**config.mk**
```make
export PLATFORM = sky130hd
export DESIGN_NAME = peer_byte_link
export DESIGN_NICKNAME = d
export VERILOG_FILES = /design/src/rtl/pbl_pkg.sv /design/src/rtl/pbl_sync_edge.sv /design/src/rtl/pbl_bus_regs.sv /design/src/rtl/pbl_rx_chan.sv /design/src/rtl/pbl_tx_chan.sv /design/src/rtl/peer_byte_link.sv
export SDC_FILE = /design/constraint.sdc
export NUM_CORES = 1
export LEC_CHECK = 0
export BUFFER_PORTS_ARGS = -buffer_cell sky130_fd_sc_hd__buf_2
export CAP_MARGIN = 0
export CORE_ASPECT_RATIO = 0.75
export CORE_UTILIZATION = 52
export CTS_BUF_LIST = sky130_fd_sc_hd__clkbuf_16
export DETAILED_ROUTE_END_ITERATION = 7
export PLACE_DENSITY = 0.85
export RECOVER_POWER = 25
export SLEW_MARGIN = 40
export SYNTH_ARGS = -nofsm -noshare
export SYNTH_HDL_FRONTEND = slang
export SYNTH_SLANG_ARGS = --single-unit
```
**constraint.sdc**
```tcl
create_clock -name clk -period 2.6 [get_ports clk]
set_input_delay 0.13 -clock clk [delete_from_list [all_inputs] [get_ports clk]]
set_output_delay 0.13 -clock clk [all_outputs]
set_load 0.02 [all_outputs]
```
**src/rtl/pbl_pkg.sv**
```systemverilog
package pbl_pkg;

    typedef enum logic [1:0] {
        REG_CTRL   = 2'd0,
        REG_RXDATA = 2'd1,
        REG_TXDATA = 2'd2,
        REG_STATUS = 2'd3
    } reg_sel_e;

    typedef enum logic {
        RX_EMPTY = 1'b0,
        RX_FULL  = 1'b1
    } rx_state_e;

    typedef enum logic {
        TX_SENT  = 1'b0,
        TX_ARMED = 1'b1
    } tx_state_e;

    localparam int CTRL_RELEASE_BIT = 0;
    localparam int CTRL_REARM_BIT   = 1;
    localparam int STAT_TXFLAG_BIT  = 0;

endpackage

```
**src/rtl/pbl_sync_edge.sv**
```systemverilog
module pbl_sync_edge #(
    parameter int STAGES = 2
) (
    input  logic clk,
    input  logic rst_n,
    input  logic async_in,
    output logic rise
);

    localparam int LAST = STAGES - 1;

    logic [STAGES-1:0] chain_q;
    logic              prev_q;

    generate
        for (genvar g = 0; g < STAGES; g++) begin : g_stage
            if (g == 0) begin : g_first
                always_ff @(posedge clk or negedge rst_n) begin
                    if (!rst_n) chain_q[g] <= 1'b0;
                    else        chain_q[g] <= async_in;
                end
            end else begin : g_next
                always_ff @(posedge clk or negedge rst_n) begin
                    if (!rst_n) chain_q[g] <= 1'b0;
                    else        chain_q[g] <= chain_q[g-1];
                end
            end
        end
    endgenerate

    always_ff @(posedge clk or negedge rst_n) begin
        if (!rst_n) prev_q <= 1'b0;
        else        prev_q <= chain_q[LAST];
    end

    assign rise = chain_q[LAST] & ~prev_q;

endmodule

```
**src/rtl/pbl_bus_regs.sv**
```systemverilog
module pbl_bus_regs
    import pbl_pkg::*;
#(
    parameter int DATA_W = 8,
    parameter int ADDR_W = 2
) (
    input  logic              clk,
    input  logic              rst_n,
    input  logic              bus_sel,
    input  logic              bus_wr,
    input  logic [ADDR_W-1:0] bus_addr,
    input  logic [DATA_W-1:0] bus_wdata,
    output logic [DATA_W-1:0] bus_rdata,
    input  logic [DATA_W-1:0] rx_byte,
    input  logic              tx_flag,
    output logic [DATA_W-1:0] ctrl_q,
    output logic              sw_release,
    output logic              sw_rearm,
    output logic              tx_load
);

    localparam logic [ADDR_W-1:0] A_CTRL   = ADDR_W'(REG_CTRL);
    localparam logic [ADDR_W-1:0] A_RXDATA = ADDR_W'(REG_RXDATA);
    localparam logic [ADDR_W-1:0] A_TXDATA = ADDR_W'(REG_TXDATA);
    localparam logic [ADDR_W-1:0] A_STATUS = ADDR_W'(REG_STATUS);

    logic wr_en;
    logic ctrl_wr;

    assign wr_en   = bus_sel & bus_wr;
    assign ctrl_wr = wr_en && (bus_addr == A_CTRL);
    assign tx_load = wr_en && (bus_addr == A_TXDATA);

    // Software events fire on a 0->1 change of a control bit.
    assign sw_release = ctrl_wr & bus_wdata[CTRL_RELEASE_BIT] & ~ctrl_q[CTRL_RELEASE_BIT];
    assign sw_rearm   = ctrl_wr & bus_wdata[CTRL_REARM_BIT]   & ~ctrl_q[CTRL_REARM_BIT];

    always_ff @(posedge clk or negedge rst_n) begin
        if (!rst_n)       ctrl_q <= '0;
        else if (ctrl_wr) ctrl_q <= bus_wdata;
    end

    always_comb begin
        bus_rdata = '0;
        unique case (bus_addr)
            A_CTRL:   bus_rdata = ctrl_q;
            A_RXDATA: bus_rdata = rx_byte;
            A_STATUS: bus_rdata[STAT_TXFLAG_BIT] = tx_flag;
            default:  bus_rdata = '0;
        endcase
    end

endmodule

```
**src/rtl/pbl_rx_chan.sv**
```systemverilog
module pbl_rx_chan
    import pbl_pkg::*;
#(
    parameter int DATA_W = 8
) (
    input  logic              clk,
    input  logic              rst_n,
    input  logic              stb_rise,
    input  logic              sw_release,
    input  logic [DATA_W-1:0] peer_data,
    output logic [DATA_W-1:0] rx_byte,
    output logic              peer_ready,
    output logic              cpu_irq_n
);

    rx_state_e state_q, state_d;

    always_ff @(posedge clk or negedge rst_n) begin
        if (!rst_n) state_q <= RX_EMPTY;
        else        state_q <= state_d;
    end

    // Release from software takes priority over a peer edge.
    always_comb begin
        state_d = state_q;
        unique case (state_q)
            RX_EMPTY: if (!sw_release && stb_rise) state_d = RX_FULL;   // RX_CAPTURE
            RX_FULL:  if (sw_release)              state_d = RX_EMPTY;  // RX_RELEASE
            default:                               state_d = RX_EMPTY;
        endcase
    end

    always_comb begin
        peer_ready = 1'b0;
        cpu_irq_n  = 1'b1;
        unique case (state_q)
            RX_EMPTY: begin
                peer_ready = 1'b0;
                cpu_irq_n  = 1'b1;
            end
            RX_FULL: begin
                peer_ready = 1'b1;
                cpu_irq_n  = 1'b0;
            end
            default: begin
                peer_ready = 1'b0;
                cpu_irq_n  = 1'b1;
            end
        endcase
    end

    // Byte latch follows every synchronized strobe edge (RX_OVERWRITE included).
    always_ff @(posedge clk or negedge rst_n) begin
        if (!rst_n)        rx_byte <= '0;
        else if (stb_rise) rx_byte <= peer_data;
    end

endmodule

```
**src/rtl/pbl_tx_chan.sv**
```systemverilog
module pbl_tx_chan
    import pbl_pkg::*;
#(
    parameter int DATA_W = 8
) (
    input  logic              clk,
    input  logic              rst_n,
    input  logic              ack_rise,
    input  logic              sw_rearm,
    input  logic              tx_load,
    input  logic [DATA_W-1:0] wdata,
    output logic [DATA_W-1:0] tx_data,
    output logic              tx_flag,
    output logic              tx_req_n
);

    tx_state_e state_q, state_d;

    always_ff @(posedge clk or negedge rst_n) begin
        if (!rst_n) state_q <= TX_ARMED;
        else        state_q <= state_d;
    end

    // Re-arm from software takes priority over a peer acknowledge.
    always_comb begin
        state_d = state_q;
        unique case (state_q)
            TX_ARMED: if (!sw_rearm && ack_rise) state_d = TX_SENT;   // TX_COMPLETE
            TX_SENT:  if (sw_rearm)              state_d = TX_ARMED;  // TX_REARM
            default:                             state_d = TX_ARMED;
        endcase
    end

    always_comb begin
        tx_flag  = 1'b1;
        tx_req_n = 1'b0;
        unique case (state_q)
            TX_ARMED: begin
                tx_flag  = 1'b1;
                tx_req_n = 1'b0;
            end
            TX_SENT: begin
                tx_flag  = 1'b0;
                tx_req_n = 1'b1;
            end
            default: begin
                tx_flag  = 1'b1;
                tx_req_n = 1'b0;
            end
        endcase
    end

    always_ff @(posedge clk or negedge rst_n) begin
        if (!rst_n)       tx_data <= '0;
        else if (tx_load) tx_data <= wdata;
    end

endmodule

```
**src/rtl/peer_byte_link.sv**
```systemverilog
module peer_byte_link
    import pbl_pkg::*;
#(
    parameter int DATA_W      = 8,
    parameter int ADDR_W      = 2,
    parameter int SYNC_STAGES = 2
) (
    input  logic              clk,
    input  logic              rst_n,
    input  logic              bus_sel,
    input  logic              bus_wr,
    input  logic [ADDR_W-1:0] bus_addr,
    input  logic [DATA_W-1:0] bus_wdata,
    output logic [DATA_W-1:0] bus_rdata,
    input  logic [DATA_W-1:0] peer_data,
    input  logic              peer_stb,
    output logic              peer_ready,
    output logic              cpu_irq_n,
    input  logic              peer_ack,
    output logic              tx_req_n,
    output logic [DATA_W-1:0] tx_data
);

    logic              stb_rise;
    logic              ack_rise;
    logic              sw_release;
    logic              sw_rearm;
    logic              tx_load;
    logic              tx_flag;
    logic [DATA_W-1:0] rx_byte;
    logic [DATA_W-1:0] ctrl_q;

    pbl_sync_edge #(.STAGES(SYNC_STAGES)) u_stb_sync (
        .clk      (clk),
        .rst_n    (rst_n),
        .async_in (peer_stb),
        .rise     (stb_rise)
    );

    pbl_sync_edge #(.STAGES(SYNC_STAGES)) u_ack_sync (
        .clk      (clk),
        .rst_n    (rst_n),
        .async_in (peer_ack),
        .rise     (ack_rise)
    );

    pbl_bus_regs #(.DATA_W(DATA_W), .ADDR_W(ADDR_W)) u_regs (
        .clk        (clk),
        .rst_n      (rst_n),
        .bus_sel    (bus_sel),
        .bus_wr     (bus_wr),
        .bus_addr   (bus_addr),
        .bus_wdata  (bus_wdata),
        .bus_rdata  (bus_rdata),
        .rx_byte    (rx_byte),
        .tx_flag    (tx_flag),
        .ctrl_q     (ctrl_q),
        .sw_release (sw_release),
        .sw_rearm   (sw_rearm),
        .tx_load    (tx_load)
    );

    pbl_rx_chan #(.DATA_W(DATA_W)) u_rx (
        .clk        (clk),
        .rst_n      (rst_n),
        .stb_rise   (stb_rise),
        .sw_release (sw_release),
        .peer_data  (peer_data),
        .rx_byte    (rx_byte),
        .peer_ready (peer_ready),
        .cpu_irq_n  (cpu_irq_n)
    );

    pbl_tx_chan #(.DATA_W(DATA_W)) u_tx (
        .clk      (clk),
        .rst_n    (rst_n),
        .ack_rise (ack_rise),
        .sw_rearm (sw_rearm),
        .tx_load  (tx_load),
        .wdata    (bus_wdata),
        .tx_data  (tx_data),
        .tx_flag  (tx_flag),
        .tx_req_n (tx_req_n)
    );

endmodule

```
==> key figures <==
Outcome
  • Status: finished, final reports clean

Power and ir drop
  • Net Sw Power: 0.000375 W
  • Clk network pwr share: 0.422
  • Total design power: 0.00152 W
  • Pwr dens: 893 nW/µm²
  • Sequential share of power: 0.410
  • Net Sw Frac: 0.247
  • Comb power frac: 0.168
  • Worst vdd ir: 0.595 mV
  • LEAKAGE: 0.825 nW
  • Int Pwr: 0.00114 W

Placed design
  • Post-DP HPWL: 1.69 mm
  • DP Area: 1530 µm²
  • Dpl cells: 159
  • IO Port Bufs: 42
  • GPL Wtd Cong: 0.718

Detailed routing
  • Routed length per instance: 14.4 µm
  • 1st-iter DRT viols: 23
  • Routed wire length: 2.45 mm
  • Routed vias: 866
  • Pre-Repair DR Iteration Count: 4
  • # DRC: 0
  • Vias per cell: 5.09
  • Routed Antenna Nets: 0

Layout
  • Syn-to-layout area delta: 29.6%
  • Final Non-Filler Cells: 170
  • Filler instances: 160
  • Layout cells sized above 1: 0.500
  • Design Area, Final: 1700 µm²
  • Number of antenna cells inserted: 0
  • Nets: 159

Floorplanning
  • Die Span Y: 45.5 µm
  • Top-Level Pins: 43
  • Die X: 60.0 µm
  • Core ar.: 2350 µm²
  • Initial core utilization: 0.559
  • Die ar.: 2730 µm²
  • Standard-cell rows: 15

Setup path
  • Crit-path cells: nor2b_1 > mux2_2
  • CP Class: reg2reg
  • CP Capture Type: flip-flop
  • WP data arrival: 1.68 ns
  • Delay-heaviest family, CP: simple AND/OR/NAND/NOR gates
  • CP max stage delay: 0.63 ns
  • Crit-path slowest cell: nor2b_1
  • Startpoint class of the critical path: flip-flop
  • CP startpoint: u_stb_sync.prev_q
  • CP Max Fanout: 9
  • CP required: 2.76 ns
  • Number of buffers and inverters on the critical path: 0
  • Worst R2R Start: u_stb_sync.prev_q

Logic synthesis
  • Count leader, synth: dfrtp_1
  • Yosys top cell by area: dfrtp_1
  • Mean Syn Cell Area: 15.1 µm²
  • Area share of the largest cell type after synthesis: 0.591
  • Synth area leaders: dfrtp_1 59%, mux2_2 20%, mux2i_1 6.1%, dfstp_2 2.0%, nor2_1 2.0%
  • Post-synth top cells: 31 x dfrtp_1, 23 x mux2_2, 8 x mux2i_1
  • Syn_nets: 111
  • Post-Syn Instances: 87
  • Top FF cell, synth: dfrtp_1
  • Asr flop ratio synth: 1.00
  • Post-synth EDFFs: 0
  • #FFs+latches synth: 32
  • Area of the mapped netlist: 1310 µm²
  • Yosys Warn Count: 0
  • Seq/Total Area, Yosys: 0.611
  • Number of distinct library cells after synthesis: 18

Clock tree
  • Post-CTS setup buffers: 0
  • CTS resizes: 0
  • H-tree depth: 2
  • Num CTS Buffers: 5
  • Hold_buf cts: 3
  • Max Root-Sink Buffers: 2
  • CTS tree: built
  • Root Driver: clkbuf_16
  • CTS sink cnt: 32
  • Clk_lat worst skew: 0.27 ns
  • CTS clk-pin slew, worst paths: 0.05 ns

Global route
  • Vias in the first global route: 830
  • Initial antenna violation count: 0
  • Global-route wire length before repair: 3.88 mm
  • Global router's overall resource usage: 0.209
  • Gr ovfl total: 0
  • Largest net degree at the start of global routing: 33

STA
  • RSZ-0062 raised after global routing: false
  • Worst slew pin tran: 0.807 ns
  • Worst hold slack: 0.0882 ns
  • Final setup fails: 0
  • Final Hold Vio Count: 0
  • F_max: 657 MHz
  • Max-slew violations: 0
  • Fin crit period: 1.52 ns
  • Setup TNS Final: 0 ns
  • Clk_skew: 0.00576 ns
  • Slew margin rel.: 0.461
  • Period utilization: 0.586

Flow run
  • Maxcap violations: 0

Min path
  • Hold path start: peer_data[5]
  • Hold Crit Class: in2reg
==> layer usage <==
layer / routed length, µm / up-vias / track usage / share of wire
li1: - / 402 / - / -
met1: 1180 / 420 / 0.277 / 0.48
met2: 1080 / 39 / 0.302 / 0.44
met3: 157 / 5 / 0.0653 / 0.064
met4: 36 / 0 / 0.126 / 0.015
met5: 0 / - / 0 / 0
==> state kept, by name (all words and copies together), names as in the netlist <==
register / cells
u_regs.ctrl_q: 8
u_rx.rx_byte: 8
u_tx.tx_data: 8
u_ack_sync.chain_q: 2
u_stb_sync.chain_q: 2
u_ack_sync.prev_q: 1
u_rx.state_q: 1
u_stb_sync.prev_q: 1
u_tx.state_q: 1
==> cell type report <==
type                    count  area, µm²  area share
clock buffers               5        125      0.0735
repair buffers             45        233       0.137
clock inverters             3       38.8      0.0228
multi-input cells          48        449       0.264
flip-flops and latches     32        802       0.471
inverters                   3       11.3     0.00662
well taps                  34       42.5      0.0250
==> final timing paths <==
path / to / slack [ns] / depth (start not counted)
min in group asynchronous: u_rx.rx_byte[1] / 0.43 / 2
hold / removal: u_rx.rx_byte[5] / 0.09 / 2
setup reg to reg: u_rx.rx_byte[0] / 1.08 / 2
setup / recovery: u_rx.rx_byte[0] / 1.08 / 2
max in group asynchronous: u_tx.tx_data[5] / 1.72 / 2
hold reg to reg: u_ack_sync.chain_q[1] / 0.35 / 0
==> kinds of logic (layout without fill, tap and decap cells) <==
kind of cell | count (synthesis) | count (layout) | share of synthesized area
mux | 32 | 32 | 0.270
flops | 32 | 32 | 0.611
buf+inv | 7 | 56 | 0.0353
compound gates | 3 | 3 | 0.0181
simple gates | 13 | 13 | 0.0658
==> stage by stage <==
stage	utilization	setup WS (ns)
2_1_floorplan	-	1.52
3_3_place_gp	0.652	1.07
3_5_place_dp	0.652	1.04
4_1_cts	0.735	1.04
5_1_grt	0.725	1.00
6_report	0.725	1.08
==> placed cells by master, fill, tap and decap left out, types with 2 or more instances in the layout <==
cell           instances
buf_2                 36
clkbuf_1               6
clkbuf_16              5
dfrtp_1               31
dlygate4sd3_1          3
inv_1                  4
mux2_2                23
mux2i_1                8
nor2_1                 7
nor2b_1                2
==> power groups by stage <==
stage / Combinational, W / Clock, W / Sequential [W]
final: 0.000255 / 0.000641 / 0.000623
after global routing: 0.000275 / 0.000671 / 0.000634
after CTS: 0.000265 / 0.000651 / 0.000623
after detailed placement: 0.000260 / 0 / 0.000628
after global placement: 0.000250 / 0 / 0.000624
after floorplan: 0.000136 / 0 / 0.000656
Power figures use the tool's default switching activity.
